--- config.mk ---
export PLATFORM = sky130hd
export DESIGN_NAME = gpio_debounce_filter
export DESIGN_NICKNAME = d
export VERILOG_FILES = /design/src/rtl/dbf_pkg.sv /design/src/rtl/dbf_ctrl.sv /design/src/rtl/dbf_datapath.sv /design/src/rtl/gpio_debounce_filter.sv
export SDC_FILE = /design/constraint.sdc
export NUM_CORES = 1
export LEC_CHECK = 0
export BUFFER_PORTS_ARGS = -buffer_cell sky130_fd_sc_hd__buf_4
export CAP_MARGIN = 20
export CELL_PAD_IN_SITES_DETAIL_PLACEMENT = 1
export CELL_PAD_IN_SITES_GLOBAL_PLACEMENT = 2
export CORE_UTILIZATION = 39
export CTS_CLUSTER_DIAMETER = 120
export DETAILED_ROUTE_END_ITERATION = 6
export GPL_ROUTABILITY_DRIVEN = 0
export PLACE_DENSITY = 0.91
export SYNTH_ARGS = -nofsm -noshare
export SYNTH_HDL_FRONTEND = slang
export SYNTH_SLANG_ARGS = --single-unit
--- constraint.sdc ---
create_clock -name clk -period 7.5 [get_ports clk]
set_input_delay 1.5 -clock clk [delete_from_list [all_inputs] [get_ports clk]]
set_output_delay 1.5 -clock clk [all_outputs]
set_load 0.02 [all_outputs]
--- src/rtl/dbf_pkg.sv ---
package dbf_pkg;
  // Strobes from the control side to the filter datapath
  typedef struct packed {
    logic sampleTick;
  } dbfStrobe_t;
endpackage

--- src/rtl/dbf_ctrl.sv ---
module dbf_ctrl
  import dbf_pkg::*;
#(
  parameter int PIN_CNT = 32,
  parameter int PRESC_W = 24,
  parameter int ADDR_W = 8,
  parameter int DATA_W = 32,
  parameter logic [ADDR_W-1:0] MASK_OFS = 8'h40,
  parameter logic [ADDR_W-1:0] DIV_OFS = 8'h44
) (
  input  logic               clk,
  input  logic               rstN,
  input  logic               regWr,
  input  logic [ADDR_W-1:0]  regAddr,
  input  logic [DATA_W-1:0]  regWdata,
  output logic [DATA_W-1:0]  regRdata,
  output logic [PIN_CNT-1:0] useFilt,
  output dbfStrobe_t         strobe
);
  localparam logic [PRESC_W-1:0] ONE = PRESC_W'(1);

  logic [PRESC_W-1:0] divVal;
  logic [PRESC_W-1:0] divCnt;
  logic [PRESC_W-1:0] effDiv;
  logic               maskHit;
  logic               divHit;
  logic               tickRaw;

  assign maskHit = regWr && (regAddr == MASK_OFS);
  assign divHit  = regWr && (regAddr == DIV_OFS);

  always_comb begin
    effDiv = (divVal <= ONE) ? ONE : divVal;
    // a divider write restarts the period, so no tick in that cycle
    tickRaw = !divHit && (divCnt >= effDiv - ONE);
    strobe.sampleTick = tickRaw;
  end

  always_ff @(posedge clk or negedge rstN) begin
    if (!rstN) begin
      divVal  <= '0;
      useFilt <= '0;
      divCnt  <= '0;
    end else begin
      if (maskHit) useFilt <= regWdata[PIN_CNT-1:0];
      if (divHit)  divVal  <= regWdata[PRESC_W-1:0];
      if (divHit || tickRaw) divCnt <= '0;
      else                   divCnt <= divCnt + ONE;
    end
  end

  always_comb begin
    regRdata = '0;
    if (regAddr == MASK_OFS)     regRdata[PIN_CNT-1:0] = useFilt;
    else if (regAddr == DIV_OFS) regRdata[PRESC_W-1:0] = divVal;
  end

  // with a divider of two or more, ticks never land back to back
  assert_tick_gap_R6: assert property (@(posedge clk) disable iff (!rstN)
    (tickRaw && divVal > ONE) |=> (!tickRaw || divVal <= ONE));

  // a divider write leaves the counter at the start of a period
  assert_reload_restart_R7: assert property (@(posedge clk) disable iff (!rstN)
    divHit |=> (divCnt == '0));

  // a write elsewhere leaves both registers untouched
  assert_other_write_R8: assert property (@(posedge clk) disable iff (!rstN)
    (regWr && regAddr != MASK_OFS && regAddr != DIV_OFS) |=>
      ($stable(divVal) && $stable(useFilt)));
endmodule

--- src/rtl/dbf_datapath.sv ---
module dbf_datapath
  import dbf_pkg::*;
#(
  parameter int PIN_CNT = 32
) (
  input  logic               clk,
  input  logic               rstN,
  input  dbfStrobe_t         strobe,
  input  logic [PIN_CNT-1:0] useFilt,
  input  logic [PIN_CNT-1:0] pinSync,
  output logic [PIN_CNT-1:0] pinOut
);
  logic [PIN_CNT-1:0] lastSample;
  logic [PIN_CNT-1:0] cleanLvl;

  for (genvar gi = 0; gi < PIN_CNT; gi++) begin : g_pin
    always_ff @(posedge clk or negedge rstN) begin
      if (!rstN) begin
        lastSample[gi] <= 1'b0;
        cleanLvl[gi]   <= 1'b0;
      end else if (strobe.sampleTick) begin
        lastSample[gi] <= pinSync[gi];
        if (pinSync[gi] == lastSample[gi]) cleanLvl[gi] <= pinSync[gi];
      end
    end

    assign pinOut[gi] = useFilt[gi] ? cleanLvl[gi] : pinSync[gi];

    // the clean level only moves on a tick
    assert_hold_no_tick_R5: assert property (@(posedge clk) disable iff (!rstN)
      !strobe.sampleTick |=> $stable(cleanLvl[gi]));

    // a tick that disagrees with the previous sample cannot move it
    assert_need_two_R5: assert property (@(posedge clk) disable iff (!rstN)
      (strobe.sampleTick && pinSync[gi] != lastSample[gi]) |=> $stable(cleanLvl[gi]));
  end
endmodule

--- src/rtl/gpio_debounce_filter.sv ---
module gpio_debounce_filter
  import dbf_pkg::*;
#(
  parameter int PIN_CNT = 32,
  parameter int PRESC_W = 24,
  parameter int ADDR_W = 8,
  parameter int DATA_W = 32
) (
  input  logic               clk,
  input  logic               rstN,
  input  logic [PIN_CNT-1:0] pinSync,
  input  logic               regWr,
  input  logic [ADDR_W-1:0]  regAddr,
  input  logic [DATA_W-1:0]  regWdata,
  output logic [DATA_W-1:0]  regRdata,
  output logic [PIN_CNT-1:0] pinOut
);
  dbfStrobe_t         strobe;
  logic [PIN_CNT-1:0] useFilt;

  dbf_ctrl #(
    .PIN_CNT(PIN_CNT), .PRESC_W(PRESC_W), .ADDR_W(ADDR_W), .DATA_W(DATA_W)
  ) u_ctrl (
    .clk(clk), .rstN(rstN), .regWr(regWr), .regAddr(regAddr),
    .regWdata(regWdata), .regRdata(regRdata), .useFilt(useFilt), .strobe(strobe)
  );

  dbf_datapath #(.PIN_CNT(PIN_CNT)) u_dp (
    .clk(clk), .rstN(rstN), .strobe(strobe), .useFilt(useFilt),
    .pinSync(pinSync), .pinOut(pinOut)
  );

  // the top byte of a divider read is always zero
  assert_div_upper_zero_R2: assert property (@(posedge clk) disable iff (!rstN)
    (regAddr == ADDR_W'(8'h44)) |-> (regRdata[DATA_W-1:PRESC_W] == '0));
endmodule

Word-level counts from Yosys, hierarchy flattened

Index checks and enable logic that the tools add are counted.
Widths: inputs -> output; s select.

Mux-type cells: 37
Add/sub/neg operators: 2
$lt $le $gt $ge: 2
Equality and inequality tests: 34
Reductions and logical operators: 37

Operators with widths:

| operator              | count |
|---|---|
| $mux 24               | 4 |
| $reduce_and 2->1      | 32 |
| $eq 1x1->1            | 32 |
| $mux 1                | 32 |
| $add 24x1->24 const B | 1 |
| $ge 24x24->1          | 1 |
| $le 24x1->1 const B   | 1 |
| $sub 24x1->24 const B | 1 |
| $eq 8x7->1 const B    | 2 |
| $mux 8                | 1 |
| $logic_and 1x1->1     | 3 |
| $logic_not 1->1       | 1 |
| $logic_or 1x1->1      | 1 |

Output and inout bits: 64
Bits in registers: 144
Bits of input ports: 75
Word-level logic and storage cells: 179

Depth between registers and ports, before layout

Gate-level depths: netlist of run 1.

Depth in word-level cells: 7
Depth in mapped cells: 19
Mapped depth without buffers: 16

Cells and area by module

A second synthesis of run 1 with hierarchy kept.

Cells, all modules: 690
Area, all modules: 7622.3 um^2

Modules (own cells, without submodules):

| module       | sequential area each (um^2) | cells an instance | instances | area an instance (um^2) |
|---|---|---|---|---|
| dbf_ctrl     | 2001.9                      | 456               | 1         | 4515.6 |
| dbf_datapath | 1601.5                      | 234               | 1         | 3106.7 |

Worst setup path after synthesis of run 1

OpenSTA, ideal clock, no wires.

Kind: reg-to-reg
Start: reg u_ctrl.divVal[18]
End: reg u_dp.lastSample[10]
Buffers on the path: 3
Path slack: 2.930 ns
Data required time: 7.375 ns
Arrival: 4.445 ns
Cell stages (with the launch flop): 19
Setup time: 0.125 ns
Clock period less this slack: 4.570 ns
Cells stage by stage: dfrtp_1 > or4_4 > or4_4 > nor4_2 > nor2_1 > ha_1 > nand3b_1 > or2_2 > nor2_1 > xnor2_1 > ha_1 > nand4_1 > nor3_1 > o311a_1 > clkbuf_1 > o21a_1 > buf_2 > buf_2 > mux2_2

Word-level cells in the longest chain between the ends: 5

RTL lines:

| item                           | line               | text |
|---|---|---|
| start: declaration             | dbf_ctrl.sv:22     | `logic [PRESC_W-1:0] divVal;` |
| start signal: assignment       | dbf_ctrl.sv:46     | `if (divHit) divVal <= regWdata[PRESC_W-1:0];` |
| $le 24x1->1                    | dbf_ctrl.sv:33     | `effDiv = (divVal <= ONE) ? ONE : divVal;` |
| $mux 24 (*)                    | dbf_ctrl.sv:33     |  |
| $sub 24x1->24 (*)              | dbf_ctrl.sv:35     | `tickRaw = !divHit && (divCnt >= effDiv - ONE);` |
| $ge 24x24->1 (*)               | dbf_ctrl.sv:35     |  |
| $logic_and 1x1->1 (*)          | dbf_ctrl.sv:35     |  |
| end signal: indexed assignment | dbf_datapath.sv:22 | `lastSample[gi] <= pinSync[gi];` |
| end: declaration               | dbf_datapath.sv:13 | `logic [PIN_CNT-1:0] lastSample;` |

Every way passes the cells marked *; elsewhere a longest branch is shown, timed or not.
A chain may end at the register's enable or synchronous reset.

Final worst setup path of run 1

Start: reg u_ctrl.divVal[18]
End: reg u_dp.lastSample[6]

Same word-level chain as after synthesis.

==> results.md, run 1 <==
- The run finished with clean final reports.
- The chip width is 143 µm.
- The count of filler cells inserted in the layout is 2137.
- The post-route core utilization is 49.4%.
- The via count of the first global-routing pass is 6557.
- Once detailed placement completed, the half-perimeter wirelength came to 15.3 mm.
- Summing the sequential cell areas from Yosys gives 46.7% of the chip area.
- The synthesized design contains 144 register bits.
- After detailed routing, the average wire length per cell comes to ~19 µm.
- The library cell used most frequently in the layout, excluding fill and tap cells, is buf_4.
- The part of the cycle the worst path needs is 77.2%.
- During synthesis, Yosys emitted a total of 0 warnings.
- Sorting the synthesized cells by area gives the leading types as dfrtp_1 (47%), mux2_2 (14%), ha_1 (4.2%).
- Once the clock tree was built, the resizer swapped 0 gates to a different size.
- The number of setup buffers added after CTS is 0.
- At the end of the flow, the number of nets in the layout was 956.
- Across all register-to-register paths, the minimum setup slack is 1.71 ns.
- The post-synthesis cell type count is 47.
- The final number of max-transition violations is 0.
- The number of nets handed over by synthesis was 830.
- The final layout contains routed wiring with a total length of between 20 and 25 mm.
- The root buffer cell is clkbuf_16.
- The type of the setup path with the least slack is flop to flop.
- In the synthesized netlist the dominant register cell turns out to be dfrtp_1.
- In the routed design, unresolved DRC markers number 0.
- The highest clock frequency the design can meet is between 0.15 and 0.2 GHz.
- The source of the worst register-to-register timing path is u_ctrl.divVal[18]$_DFFE_PN0P_.
- STA classifies the critical path startpoint as a flop.
- The worst register-to-register path has a depth of 18.
- The count of antenna diodes in the layout is 0.
- For this configuration, the core starts out at a cell density of ~40%.
- After clock tree synthesis, the clock-pin slew on the worst setup and hold paths is roughly 0.07 ns.
- The endpoint required time on the critical path is 7.81 ns.
- Across the VDD grid, the largest voltage drop is 0.000132 V.
- The area of all sequential standard cells is 3600 µm².
- The max-cap check violation count is 0.
- In this run the power density over the cells is between 200 and 250 nW/µm².
- Setup repair after global routing left no endpoint under its margin.
- The setup clock skew after layout is 0.0126 ns.
- The arrival time at the worst endpoint is 6.10 ns.
- The synthesized netlist cell count is 729.
- After floorplanning, the core was divided into 51 placement rows.
- The I/O pin count is 139.
- In the layout the commonest cells are buf_4 (145), dfrtp_1 (144), mux2_2 (96).
- The pin slew with the least headroom to its limit is 0.917 ns.
- In this run the critical register-to-register path is captured at u_dp.lastSample[6]$_DFFE_PN0P_.
- The final setup violation count is 0.
- The biggest area contributor in the post-synthesis netlist is dfrtp_1.
- Input and output buffers added on the ports amount to 138.
- For this run, asynchronously set or reset flops after synthesis account for 100%.
- The vertical extent of the die is around 140 µm.
- The largest net degree at the start of global routing is 74.
- The later pin in the worst-skew pair is clocked with a latency of approximately 0.43 ns.
- The number of synthesized flops with an enable pin is 0.
- The first detailed-routing pass took 4 iterations.
- The antenna violation net count after detailed routing is 0.
- In the routed layout, each cell is associated on average with a via count of 5.49.
- The endpoint of the most critical setup path is u_dp.lastSample[6]$_DFFE_PN0P_.
- The accumulated negative setup slack is 0 ns.
- The wire length of the first global-routing pass is 35.3 mm.
- The leakage power figure is 4.46 nW.
- The number of buffers between clock root and the deepest sink is 2.
- After synthesis, the largest area contributor takes up 46.7% of total cell area.
- The core region is 19500 µm².
- The area growth from synthesis to layout is 24.5%.
- The worst slack at placement is between 1.5 and 2 ns.
- The number of violations reported at the end of detailed-routing iteration 0 is 279.
- The worst setup path is captured at a flop.
- The path class of the lowest-slack min-delay path is flop to flop.
- The number of buffers inserted for hold repair after clock tree synthesis is 0.
- In the final layout, the share of cells above drive strength 1 is 33.5%.
- TritonCTS built the clock tree.
- CTS saw 144 sinks.
- The total clock buffers created by CTS is 17.
- The detailed-route via count is 6219.
- The final hold violation count is 0.
- The post-synthesis cell area is 7720 µm².
- The critical-path maximum fanout is 42.
- The die area is 20400 µm².
- The normalized max-slew margin is 38.9%.
- The critical path starts at u_ctrl.divVal[18]$_DFFE_PN0P_.
- After layout, the worst setup slack is 1.71 ns.
- The multi-input combinational cell area is 3800 µm².
- The remaining global-route overflow is 0.
- The H-tree was split into 4 levels.
- The average cell area after synthesis is around 11 µm².
- The minimum clock period is 5.79 ns.
- The number of antenna violations at the first check in global routing is 0.
- Global routing consumed, over all layers together, between 20% and 30% of the routing resources.
[worst min path at each step]
stage | start | endpoint | slack (ns) | cells past startpoint
after floorplan | u_ctrl.divCnt[0]$_DFF_PN0_ | u_ctrl.divCnt[0]$_DFF_PN0_ | 0.46 | 1
after global placement | u_ctrl.divCnt[0]$_DFF_PN0_ | u_ctrl.divCnt[0]$_DFF_PN0_ | 0.48 | 1
after detailed placement | u_ctrl.divCnt[0]$_DFF_PN0_ | u_ctrl.divCnt[0]$_DFF_PN0_ | 0.51 | 1
after CTS | u_ctrl.divCnt[0]$_DFF_PN0_ | u_ctrl.divCnt[0]$_DFF_PN0_ | 0.52 | 1
after global routing | u_dp.lastSample[25]$_DFFE_PN0P_ | u_dp.lastSample[25]$_DFFE_PN0P_ | 0.55 | 1
final | u_ctrl.divCnt[0]$_DFF_PN0_ | u_ctrl.divCnt[0]$_DFF_PN0_ | 0.51 | 1
[layout make-up]
| class | instances | area share (%) |
|---|---|---|
| Inverter | 42 | 1.64 |
| Sequential cell | 144 | 37.5 |
| Clock buffer | 19 | 4.71 |
| Timing Repair Buffer | 147 | 11.6 |
| Clock inverter | 13 | 1.54 |
| Tap cell | 265 | 3.45 |
| Multi-Input combinational cell | 503 | 39.6 |
[metal layers]
metal  vias to the layer above  part of all wire, %  track usage (%)
met2                       117                   50             38.3
met5                         -                    0                0
met4                         0                  1.9             8.55
met1                      3177                   44             29.1
li1                       2897                    -                -
met3                        28                  3.4             4.49
[kinds of logic after synthesis]
group	after synthesis	synth area share, %
AO/OA/AOI/OAI	140	13.2
XOR/XNOR	43	4.88
adder cells (fa/ha/maj)	26	4.21
buffers and inverters	82	4.12
flip-flops	144	46.7
multiplexers	96	14.0
AND/OR/NAND/NOR	198	12.9
[report_power, final]
part / internal [W] / switching, W / total, W
registers: 0.000908 / 0.000122 / 0.00103
clock network: 0.000512 / 0.000358 / 0.000870
logic: 0.000207 / 0.000176 / 0.000383
[flip-flops by register name (all words and copies together) (netlist names)]
signal           flops
u_ctrl.useFilt      32
u_dp.cleanLvl       32
u_dp.lastSample     32
u_ctrl.divCnt       24
u_ctrl.divVal       24
[synthesized netlist by cell type, types with 2 or more instances]
cell       count
nor4_1         4
buf_1          6
mux2_2        96
dfrtp_1      144
o211ai_1      34
nand3_1       12
or2_2          3
nor2_1        18
and4_1         3
buf_2          5
xor2_1        16
nand2_1       84
o21ai_0       37
clkbuf_1      28
a21oi_1        6
ha_1          26
a22o_1        23
or4_4          4
o2111ai_1     32
or3_1          2
and3_1         4
xnor2_1       27
and2_1        10
inv_1         42
nand4_1        7
nor3_1        34
or4_1          2
[metrics by stage]
stage / hold WS [ns] / instances / total power, W / instance area, µm²
final: 0.510 / 1133 / 0.00228 / 9610
after global routing: 0.549 / 1133 / 0.00241 / 9610
after CTS: 0.519 / 1132 / 0.00231 / 9600
after detailed placement: 0.510 / 1100 / 0.00142 / 9000
after global placement: 0.481 / 1100 / 0.00140 / 9000
after floorplan: 0.457 / 729 / 0.00127 / 7720
[critical path, cell delays in order (launching register included)]
cell and delay (ns):
dfrtp_1 0.43, or4_4 0.60, or4_4 0.46, nor4_2 0.41, nor2_1 0.11, ha_1 0.25, nand3b_1 0.16, or2_2 0.17
nor2_1 0.06, xnor2_1 0.12, ha_1 0.32, nand4_1 0.16, nor3_1 0.30, a221oi_1 0.14, o211ai_1 0.11, buf_4 0.40
o21a_2 0.50, buf_4 0.51, mux2_2 0.40
(Power assumes the default switching activity.)
==> run 2: changes to the inputs <==
Settings changed: ABC_AREA from default to 1, CORE_UTILIZATION 39 to 33, PLACE_DENSITY 0.91 to 0.85.
Clock period 7.5 ns to 5.7 ns, I/O delays scaled along.
==> results.md, run 2 <==
- The path depth of the worst reg2reg path is 27 (+9).
- The cell area power density is 367 nW/µm² (+54%).
- The average cell area after synthesis came to 7.83 µm² (-26%).
- The total clock buffers created by CTS came to 17 (unchanged).
- The worst stage delay on the critical path is 0.55 ns (-0.05 ns).
- The detailed-route via count is 7389 (+19%).
- The setup slack of the worst register-to-register path is 1.56 ns (-0.15 ns).
- The worst hold path terminates at u_ctrl.divVal[0]$_DFFE_PN0P_.
- The number of synthesized flops with an enable pin is 0 (unchanged).
- The critical-path maximum fanout is 64 (+52%).
- The number of warnings issued by yosys is 0 (unchanged).
- The leakage power figure was 5.20 nW (+17%).
- The most common library cell in the layout ignoring fill and taps is nand2_1.
- The type of the setup path with the least slack is flop to flop.
- The number of nets in the layout is 1294 (+35%).
- The I/O pin count is 139 (unchanged).
- The TritonCTS clock tree is done.
- The arrival time at the worst endpoint came to 4.47 ns (-1.63 ns).
- The number of sinks on the clock net is 144 (unchanged).
- Leaving out fill and tap cells, the most frequent cells in the layout are nand2_1 (280), dfrtp_1 (144), buf_4 (141).
- The number of buffers inserted for hold repair after clock tree synthesis came to 0 (unchanged).
- The part of the cycle the worst path needs is 72.6% (-4.6 points).
- The final setup violation count came to 0 (unchanged).
- The worst hold path begins at u_ctrl.divVal[0]$_DFFE_PN0P_.
- The top cell type's share of synthesized area is 43.1% (-3.6 points).
- The type of origin of the critical path is a flop.
- The placeable core area was 24600 µm² (+26%).
- The most used standard cell by instance count after synthesis is nand2_1.
- The sequential element share of the synthesized area is 43.1% (-3.6 points).
- The share of layout cells above drive strength 1 is 18.7% (-15 points).
- The via count of the first global-routing pass came to 7728 (+18%).
- The initial core utilization came to 34.0% (-5.6 points).
- In the post-synthesis netlist, the biggest area contributors are dfrtp_1 (43%), nand2_1 (13%), inv_1 (5.7%).
- The multi-input combinational cell area came to 3980 µm² (+4.7%).
- The count of antenna diodes in the layout is 0 (unchanged).
- The area of all sequential standard cells was 3600 µm² (unchanged).
- The family with the most delay on the worst path is simple AND/OR/NAND/NOR gates.
- Among all flip-flop cells after synthesis, the most frequent one is dfrtp_1.
- The synthesized netlist cell count is 1069 (+47%).
- The number of flip-flops and latches in the synthesized netlist is 144 (unchanged).
- The number of antenna violations at the first check in global routing is 0 (unchanged).
- The row count was 57 (+12%).
- The area growth from synthesis to layout is 21.3%.
- The startpoint identified for the worst register-to-register timing path is u_ctrl.divVal[4]$_DFFE_PN0P_.
- The fraction of registers with async set or reset after synthesis is 100% (unchanged).
- The post-route core utilization was 41.3% (-8.1 points).
- The final number of max-transition violations is 0 (unchanged).
- The post-CTS clock slew at the launch and capture registers of the worst setup and hold paths was 0.07 ns (about the same).
- The synthesized design spends more area on one cell type than any other, namely dfrtp_1.
- The count of instances resized after the clock tree is built is 0 (unchanged).
- The count of filler cells inserted in the layout is 3033 (+42%).
- The minimum clock period was 4.14 ns (-1.65 ns).
- The path class of the lowest-slack min-delay path is flop to flop.
- The worst setup path is captured at a flop.
- The number of violations reported at the end of detailed-routing iteration 0 is 272 (-2.5%).
- The largest net degree at the start of global routing is 77 (+4.1%).
- The source-to-sink clock delay at the later pin of the worst-skew pair is 0.44 ns (about the same).
- The chip width was 161 µm (+13%).
- The commonest cells after synthesis are nand2_1 (280), dfrtp_1 (144), inv_1 (126).
- The remaining global-route overflow is 0 (unchanged).
- The routed via count divided by cell count was 4.83 (-12%).
- Setup repair after global routing left no endpoint under its margin.
- The instance count along the most critical hold path is 2 (+1).
- The detailed route wirelength on metal2 is 11.5 mm (+5.2%).
- The pin slew with the least headroom to its limit is 0.899 ns (-0.0171 ns).
- The vertical extent of the die is 161 µm (+13%).
- The endpoint required time on the critical path is 6.03 ns (-1.78 ns).
- The highest clock frequency the design can meet is 0.242 GHz (+40%).
- The number of placed instances with taps included is 1498 (+36%).
- The met1 layer wirelength in the final routing was 11.7 mm (+22%).
- The maximum resistive drop on vdd is 0.000165 V (+25%).
- The number of buffers between clock root and the deepest sink is 2 (unchanged).
- The setup clock skew after layout is 0.0142 ns (+0.00164 ns).
- The synthesized net count is 1170 (+41%).
- The number of buffer and inverter instances along the worst setup path was 6 (+4).
- The largest registers in the layout are u_ctrl.useFilt: 32 flops, u_dp.cleanLvl: 32 flops, u_dp.lastSample: 32 flops.
- The global routing usage summed across all routing layers is 20.0% (-2.8 points).
- The accumulated negative setup slack is 0 ns (unchanged).
- The normalized max-slew margin came to 40.0% (+1.1 points).
- The post-detailed-placement half-perimeter wirelength is 18.2 mm (+19%).
- The die area is 26000 µm² (+28%).
- The critical path's most frequent cell is nand2_1.
- The post-synthesis cell area is 8370 µm² (+8.4%).
- The post-detailed-routing wire length is 24.6 mm (+13%).
- The top layer used by detailed routing is met4.
- The post-synthesis cell type count came to 37 (-21%).
- The number of setup buffers added after CTS is 0 (unchanged).
- The endpoint of the worst-slack reg-to-reg timing path is u_dp.cleanLvl[21]$_DFFE_PN0P_.
- The routed length on met3 was 898 µm (+20%).
- The wire length of the first global-routing pass was 40.6 mm (+15%).
- The final hold violation count was 0 (unchanged).
- The root buffer cell is clkbuf_16.
- The number of input and output port buffers inserted is 138 (unchanged).
- The number of H-tree levels is 4 (unchanged).
- For this design, the slowest cell found on the critical path is buf_4.
- The run finished with clean final reports.
- The number of search-and-repair iterations in the first detailed-routing pass is 4 (unchanged).
- The antenna violation net count after detailed routing is 0 (unchanged).
- The max-cap check violation count was 0 (unchanged).
- The average detailed-routed wire length per instance is 16.1 µm (-16%).
- The total DRC errors in the routed layout is 0 (unchanged).
- The number of cells in the finished layout apart from fillers is 1530 (+35%).
## run 2: changes by cell type in the layout (fill, tap and decap cells not counted), moves of 17 or more
| cell | previous run | this run |
|---|---|---|
| nand2_1 | 83 | 280 |
| mux2_2 | 96 | 0 |
| inv_1 | 42 | 126 |
| nor2_1 | 17 | 88 |
| nand3_1 | 12 | 74 |
| o21ai_1 | 0 | 62 |
| o211ai_1 | 34 | 0 |
| o2111ai_1 | 32 | 0 |
| o21a_1 | 0 | 32 |
| xnor2_1 | 27 | 5 |
| o21ai_0 | 37 | 57 |
| a22o_1 | 23 | 4 |
| o21ai_2 | 0 | 18 |
| nor3_1 | 34 | 17 |
## run 2: worst min-delay path, stage by stage (launching register included)
cell and delay, ns:
dfrtp_1 0.34, nand2_1 0.05, o21ai_1 0.06
## run 2: cells by family after synthesis
group	after synthesis	share of synthesized area (%)
AO/OA/AOI/OAI	194	13.7
XOR/XNOR	30	3.14
adder cells (fa/ha/maj)	26	3.89
buffers and inverters	167	9.36
flip-flops	144	43.1
AND/OR/NAND/NOR	508	26.9
## run 2: cell type report
class / count / area share, %
inverters: 130 / 4.82
clock buffers: 21 / 4.44
clock inverters: 11 / 1.52
well taps: 324 / 3.99
multi-input cells: 758 / 39.2
repair buffers: 142 / 10.5
flip-flops and latches: 144 / 35.5
## run 2: layer usage
| layer | GRT usage (%) | up-vias |
|---|---|---|
| li1 | - | 3693 |
| met1 | 26.6 | 3558 |
| met2 | 32.1 | 107 |
| met3 | 4.42 | 31 |
| met4 | 6.39 | 0 |
| met5 | 0 | - |
## run 2: worst max path at each step
stage | startpoint | to | slack [ns] | cells past startpoint
2_1_floorplan | regAddr[1] | regRdata[0] | 2.34 | 4
3_3_place_gp | u_ctrl.divVal[4]$_DFFE_PN0P_ | u_dp.cleanLvl[1]$_DFFE_PN0P_ | 1.61 | 27
3_5_place_dp | u_ctrl.divVal[4]$_DFFE_PN0P_ | u_dp.cleanLvl[21]$_DFFE_PN0P_ | 1.50 | 27
4_1_cts | u_ctrl.divVal[4]$_DFFE_PN0P_ | u_dp.cleanLvl[24]$_DFFE_PN0P_ | 1.45 | 27
5_1_grt | u_ctrl.divVal[4]$_DFFE_PN0P_ | u_dp.cleanLvl[3]$_DFFE_PN0P_ | 1.05 | 27
6_report | u_ctrl.divVal[4]$_DFFE_PN0P_ | u_dp.cleanLvl[21]$_DFFE_PN0P_ | 1.56 | 27
## run 2: through the flow
step	total power, W	hold WS [ns]	setup slack, ns	cell area [µm²]
2_1_floorplan	0.00221	0.454	2.34	8370
3_3_place_gp	0.00252	0.471	1.61	9550
3_5_place_dp	0.00257	0.479	1.50	9550
4_1_cts	0.00376	0.494	1.45	10200
5_1_grt	0.00399	0.518	1.05	10200
6_report	0.00372	0.493	1.56	10200
## run 2: power by group
| group | leakage, nW | internal (W) | switching (W) |
|---|---|---|---|
| registers | 1.87 | 0.00129 | 0.000223 |
| logic | 3.04 | 0.000433 | 0.000600 |
| clock network | 0.289 | 0.000705 | 0.000469 |
| total | 5.20 | 0.00243 | 0.00129 |
